===== src/rtl/bwmon_pkg.sv =====
package bwmon_pkg;
  localparam int REG_W       = 32;
  localparam int IDX_CTRL    = 0;
  localparam int IDX_MASK0   = 1;
  localparam int IDX_REQ     = 9;
  localparam int IDX_TMR     = 15;
  localparam int BIT_EN      = 31;
  localparam int BIT_DONE    = 30;
  localparam int BIT_TMODE   = 20;
  localparam int DEV_SEL_BIT = 23;
  localparam int MAJOR_PORTS = 32;
endpackage


===== src/rtl/bwmon_chan_filter.sv =====
module bwmon_chan_filter
  import bwmon_pkg::*;
#(
  parameter int PORT_W = 6
) (
  input  logic [PORT_W-1:0] gnt_port,
  input  logic [REG_W-1:0]  prim_mask,
  input  logic [REG_W-1:0]  sec_mask,
  output logic              hit
);
  logic [PORT_W-1:0] sub_id;
  logic              is_major;

  assign is_major = gnt_port < PORT_W'(MAJOR_PORTS);
  assign sub_id   = gnt_port - PORT_W'(MAJOR_PORTS);

  always_comb begin
    if (is_major) begin
      hit = prim_mask[gnt_port[4:0]];
    end else begin
      // device traffic: select bit plus sub-port bit
      hit = prim_mask[DEV_SEL_BIT] && (sub_id < PORT_W'(MAJOR_PORTS))
            && sec_mask[sub_id[4:0]];
    end
  end
endmodule


===== src/rtl/bwmon_sat_cnt.sv =====
module bwmon_sat_cnt #(
  parameter int W = 32
) (
  input  logic         clk,
  input  logic         rst,
  input  logic         clr,
  input  logic         inc,
  output logic [W-1:0] cnt
);
  always_ff @(posedge clk) begin
    if (rst || clr) begin
      cnt <= '0;
    end else if (inc && (cnt != '1)) begin
      cnt <= cnt + 1'b1;
    end
  end

  a_r11_no_wrap: assert property (@(posedge clk) disable iff (rst)
    (cnt == '1 && !clr) |=> cnt == '1);

  a_r3_idle_hold: assert property (@(posedge clk) disable iff (rst)
    (!inc && !clr) |=> $stable(cnt));
endmodule


===== src/rtl/bwmon_window.sv =====
module bwmon_window #(
  parameter int TW = 32
) (
  input  logic          clk,
  input  logic          rst,
  input  logic          en,
  input  logic          tmode,
  input  logic          load,
  input  logic [TW-1:0] load_val,
  input  logic          clr_done,
  output logic          run,
  output logic          done
);
  logic [TW-1:0] remain_q;
  logic          win_open;
  logic          expire;

  assign win_open = !tmode || (remain_q != '0);
  assign run      = en && !done && win_open;
  assign expire   = en && tmode && !done && !load && (remain_q <= TW'(1));

  always_ff @(posedge clk) begin
    if (rst) begin
      remain_q <= '0;
      done     <= 1'b0;
    end else begin
      if (load) begin
        remain_q <= load_val;
      end else if (run && tmode) begin
        remain_q <= remain_q - 1'b1;
      end
      if (clr_done) begin
        done <= 1'b0;
      end else if (expire) begin
        done <= 1'b1;
      end
    end
  end

  a_r7_done_needs_window: assert property (@(posedge clk) disable iff (rst)
    $rose(done) |-> $past(en && tmode));

  a_r7_done_at_end: assert property (@(posedge clk) disable iff (rst)
    $rose(done) |-> $past(remain_q) <= TW'(1));

  a_r12_no_done_free: assert property (@(posedge clk) disable iff (rst)
    (!tmode && !done && !load) |=> !done);
endmodule


===== src/rtl/bwmon_top.sv =====
module bwmon_top
  import bwmon_pkg::*;
#(
  parameter int ADDR_W = 6,
  parameter int CNT_W  = 32,
  parameter int TMR_W  = 32,
  parameter int PORT_W = 6,
  parameter int N_CH   = 4
) (
  input  logic              clk,
  input  logic              rst,
  input  logic              bus_wr,
  input  logic              bus_rd,
  input  logic [ADDR_W-1:0] bus_addr,
  input  logic [REG_W-1:0]  bus_wdata,
  output logic [REG_W-1:0]  bus_rdata,
  input  logic              req_vld,
  input  logic              gnt_vld,
  input  logic [PORT_W-1:0] gnt_port,
  output logic              irq
);
  localparam int IDX_W = ADDR_W - 2;
  localparam int N_CNT = 2 + N_CH;

  logic [IDX_W-1:0]            idx;
  logic                        addr_unused;
  logic                        en_q, tmode_q;
  logic [N_CH-1:0]             chen_q;
  logic [N_CH-1:0][REG_W-1:0]  prim_q, sec_q;
  logic [TMR_W-1:0]            tmr_q;
  logic                        wr_ctrl, win_run, win_done;
  logic [N_CH-1:0]             ch_hit;
  logic [N_CNT-1:0]            cnt_inc, cnt_clr;
  logic [N_CNT-1:0][CNT_W-1:0] cnt_val;
  logic [REG_W-1:0]            rd_word;

  assign idx         = bus_addr[ADDR_W-1:2];
  assign addr_unused = ^bus_addr[1:0];
  assign wr_ctrl     = bus_wr && (int'(idx) == IDX_CTRL);

  // configuration registers
  always_ff @(posedge clk) begin
    if (rst) begin
      en_q    <= 1'b0;
      tmode_q <= 1'b0;
      chen_q  <= '0;
      prim_q  <= '0;
      sec_q   <= '0;
      tmr_q   <= '0;
    end else if (bus_wr) begin
      if (int'(idx) == IDX_CTRL) begin
        en_q    <= bus_wdata[BIT_EN];
        tmode_q <= bus_wdata[BIT_TMODE];
        chen_q  <= bus_wdata[N_CH-1:0];
      end
      if (int'(idx) == IDX_TMR) tmr_q <= bus_wdata[TMR_W-1:0];
      for (int c = 0; c < N_CH; c++) begin
        if (int'(idx) == IDX_MASK0 + 2*c)     prim_q[c] <= bus_wdata;
        if (int'(idx) == IDX_MASK0 + 2*c + 1) sec_q[c]  <= bus_wdata;
      end
    end
  end

  bwmon_window #(.TW(TMR_W)) u_window (
    .clk      (clk),
    .rst      (rst),
    .en       (en_q),
    .tmode    (tmode_q),
    .load     (wr_ctrl && bus_wdata[BIT_EN] && bus_wdata[BIT_TMODE]),
    .load_val (tmr_q),
    .clr_done (wr_ctrl && bus_wdata[BIT_DONE]),
    .run      (win_run),
    .done     (win_done)
  );

  assign cnt_inc[0] = win_run && req_vld;
  assign cnt_inc[1] = win_run && gnt_vld;

  for (genvar c = 0; c < N_CH; c++) begin : g_chan
    bwmon_chan_filter #(.PORT_W(PORT_W)) u_filt (
      .gnt_port  (gnt_port),
      .prim_mask (prim_q[c]),
      .sec_mask  (sec_q[c]),
      .hit       (ch_hit[c])
    );
    assign cnt_inc[2+c] = win_run && gnt_vld && chen_q[c] && ch_hit[c];

    a_r4_chan_off_hold: assert property (@(posedge clk) disable iff (rst)
      (!chen_q[c] && !bus_wr) |=> $stable(cnt_val[2+c]));
  end

  for (genvar k = 0; k < N_CNT; k++) begin : g_cnt
    assign cnt_clr[k] = bus_wr && (int'(idx) == IDX_REQ + k);
    bwmon_sat_cnt #(.W(CNT_W)) u_cnt (
      .clk (clk),
      .rst (rst),
      .clr (cnt_clr[k]),
      .inc (cnt_inc[k]),
      .cnt (cnt_val[k])
    );
  end

  // read mux and registered read data
  always_comb begin
    rd_word = '0;
    if (int'(idx) == IDX_CTRL) begin
      rd_word[BIT_EN]     = en_q;
      rd_word[BIT_DONE]   = win_done;
      rd_word[BIT_TMODE]  = tmode_q;
      rd_word[N_CH-1:0]   = chen_q;
    end
    if (int'(idx) == IDX_TMR) rd_word[TMR_W-1:0] = tmr_q;
    for (int c = 0; c < N_CH; c++) begin
      if (int'(idx) == IDX_MASK0 + 2*c)     rd_word = prim_q[c];
      if (int'(idx) == IDX_MASK0 + 2*c + 1) rd_word = sec_q[c];
    end
    for (int k = 0; k < N_CNT; k++) begin
      if (int'(idx) == IDX_REQ + k) rd_word[CNT_W-1:0] = cnt_val[k];
    end
  end

  always_ff @(posedge clk) begin
    if (rst) begin
      bus_rdata <= '0;
    end else if (bus_rd) begin
      bus_rdata <= rd_word;
    end
  end

  assign irq = en_q && win_done;

  a_r7_frozen: assert property (@(posedge clk) disable iff (rst)
    (win_done && !bus_wr) |=> $stable(cnt_val[1]));

  a_r9_w1c: assert property (@(posedge clk) disable iff (rst)
    (wr_ctrl && bus_wdata[BIT_DONE]) |=> !win_done);

  a_r13_off_hold: assert property (@(posedge clk) disable iff (rst)
    (!en_q && !bus_wr) |=> $stable(cnt_val[0]));
endmodule


===== config.mk =====
export PLATFORM = sky130hd
export DESIGN_NAME = bwmon_top
export DESIGN_NICKNAME = d
export VERILOG_FILES = /design/src/rtl/bwmon_pkg.sv /design/src/rtl/bwmon_chan_filter.sv /design/src/rtl/bwmon_sat_cnt.sv /design/src/rtl/bwmon_window.sv /design/src/rtl/bwmon_top.sv
export SDC_FILE = /design/constraint.sdc
export NUM_CORES = 1
export LEC_CHECK = 0
export BUFFER_PORTS_ARGS = -buffer_cell sky130_fd_sc_hd__buf_2
export CAP_MARGIN = 20
export CORE_ASPECT_RATIO = 1.5
export CORE_MARGIN = 2
export CORE_UTILIZATION = 45
export CTS_BUF_LIST = sky130_fd_sc_hd__clkbuf_4
export DETAILED_ROUTE_END_ITERATION = 6
export GPL_ROUTABILITY_DRIVEN = 0
export PLACE_DENSITY = 0.65
export SLEW_MARGIN = 40
export SYNTH_ARGS = -nofsm -noshare
export SYNTH_HDL_FRONTEND = slang
export SYNTH_SLANG_ARGS = --single-unit

===== constraint.sdc =====
create_clock -name clk -period 6.53 [get_ports clk]
set_input_delay 0.3265 -clock clk [delete_from_list [all_inputs] [get_ports clk]]
set_output_delay 0.3265 -clock clk [all_outputs]
set_load 0.02 [all_outputs]

==> metrics <==
status=finished with violations; critical path type=register to register; post-route setup TNS=0 ns; drt initial violations=3994; prevailing post-synth register cell=dfxtp_1; post-synth top area cell=dfxtp_1; dpl hpwl=83.9 mm; max cap viols=0; die area=65600 um2; fin area=31600 um2; global-route wire length before repair=177 mm; largest net degree at the start of global routing=110; failing checks=design-rule violations; synth warn=0; worst hold-check path type=input port to register; number of global-route vias before repair=27700; Max-slew headroom=0.360; post-route setup slack=2.56 ns; top-count cell post-synth=nand2_1; Initial Util=0.454; Post-synth EDFFs=0; core area=63100 um2; Max Fanout on Critical Path=15; CTS tree=done; DRT antenna net count=0; Synth area leaders=dfxtp_1, nand2_1, a21oi_1, nor2_1, clkbuf_1; clock sink total=551; Worst Setup End Kind=register; worst path required time=7.51 ns; part of the power in registers=0.479; syn_nets=3726; Layout Utilization=0.501; CTS Buf Count=142; final std cells w/o fill=4599; Setup Skew=0.0652 ns; nets=3768; count of final setup violators=0; mapped cell area=28600 um2; fraction of registers with async set/reset=0; io pins=83; CTS Root Cell=clkbuf_4; share of the synthesized area in the top cell type=0.386; crit start category=register; Setup Slack @ Placement=2.08 ns; TritonRoute pass-1 iters=7; Clock power frac=0.428; Placed Instance Area=29400 um2; leading cell types by count after synthesis=nand2_1, dfxtp_1, a21oi_1; Cell Rows=113; total number of vias=29400; Final Hold Fails=0; P_leak=10.8 nW; Max Buffers Root-to-Sink=3; register area share after synthesis=0.386; clock latency on the worst-skew pair=1.05 ns; grt ovf=0; Post-route DRC=8; Arr. time, crit path=4.94 ns; share of cells above drive strength 1=0.121; die height=313 um; Psw=2.01 mW; Internal=5.16 mW; Setup Buffers After CTS=0; DRT Wirelength=120 mm; drt wl/cell=26.1 um; Port Buffer Count=80; worst hold slack=0.165 ns; area delta synth->final=10.4%; Yosys reg bits=551; post-synthesis cell type count=85; FMAX=0.252 GHz; H-tree Lvls=4; Horiz. Die Dim=210 um; Tmin final=3.97 ns; RSZ-0062 raised after global routing=no; Inst Count DP=4329; peak supply drop=144 uV; initial antenna violation count=2; Mapped Cells=3668; max-slew violations=0; vias per cell=6.39; GRT Total Usage=0.362; Sw Share=0.281; Final Total Pwr=7.17 mW; Synth Area per Inst=7.80 um2; PwrDens=227 nW/um2; Tcrit/Tclk final=0.608; Clk pin slew, worst setup/hold paths=0.07 ns; Slew @ Worst Pin=0.954 ns; combinational power share=0.094
[worst paths after layout]
kind | to | start | slack (ns) | cells past startpoint
min | g_cnt[5].u_cnt.cnt[21]$_SDFFE_PP0P_ | gnt_port[5] | 0.17 | 5
min reg2reg | bus_rdata[1]$_SDFFE_PP0P_ | bus_rdata[1]$_SDFFE_PP0P_ | 0.46 | 2
max | g_cnt[3].u_cnt.cnt[23]$_SDFFE_PP0P_ | u_window.remain_q[2]$_SDFFE_PP0P_ | 2.56 | 9
max reg2reg | g_cnt[3].u_cnt.cnt[23]$_SDFFE_PP0P_ | u_window.remain_q[2]$_SDFFE_PP0P_ | 2.56 | 9
[sequential cells by signal, indices dropped and copies added, names as in the netlist]
register           count
g_cnt.u_cnt.cnt      192
prim_q               128
sec_q                128
bus_rdata             32
tmr_q                 32
u_window.remain_q     32
chen_q                 4
en_q                   1
tmode_q                1
u_window.done          1
[placed cells by master, fill, tap and decap left out, drive strengths merged, types with 52 or more instances in the layout]
cell / count
nand2: 781
dfxtp: 551
a21oi: 436
nor2: 295
clkbuf: 200
buf: 158
o21ai: 140
nand3: 108
xnor2: 103
nor3: 87
mux4: 59
nand4: 56
or3: 52
[logic make-up after synthesis]
| family | synth area share |
|---|---|
| AOI/OAI and AO/OA | 0.196 |
| adders and majority gates | 0.00350 |
| DFF | 0.386 |
| and+or+nand+nor | 0.249 |
| xor gates and xnor gates | 0.0453 |
| muxes | 0.0707 |
| buffers and inverters | 0.0494 |
[timing repair]
item / 4_1_cts / 5_1_grt
hold endpoints to repair: 330 / 1
resized for setup: 0 / 0
hold buffers: 36 / 1
[worst max-delay path, stage by stage (launching register included)]
cell and delay [ns]:
dfxtp_1 0.44, nor4_2 0.11, nand2_1 0.40, nor4_2 0.16, buf_4 0.20, a211oi_1 0.81
nand3_1 0.81, or2_1 0.52, or3_1 0.36, a21oi_1 0.13
[cell type report]
cell class | instances | area (um2)
multi-input combinational | 2780 | 16300
antenna | 3 | 7.51
tap | 805 | 1010
timing repair buffer | 197 | 1400
inverter | 38 | 143
clock buffer | 198 | 1490
sequential | 551 | 11000
clock inverter | 27 | 243
fill | 6265 | 31500
[power groups by stage]
stage	sequential, mW	clock [mW]	combinational (mW)
6_report	3.43	3.07	0.672
5_1_grt	3.43	3.27	0.689
4_1_cts	3.43	3.10	0.635
3_5_place_dp	3.51	0	0.614
3_3_place_gp	3.50	0	0.609
2_1_floorplan	3.51	0	0.360
[layer usage]
metal,up-vias,routed length [um],track usage
met1,13800,40800,0.395
met3,580,12200,0.104
met5,-,0,0
met2,1827,55500,0.582
li1,13200,-,-
met4,0,11500,0.302
No activity file was read; power rests on OpenSTA's default activity.
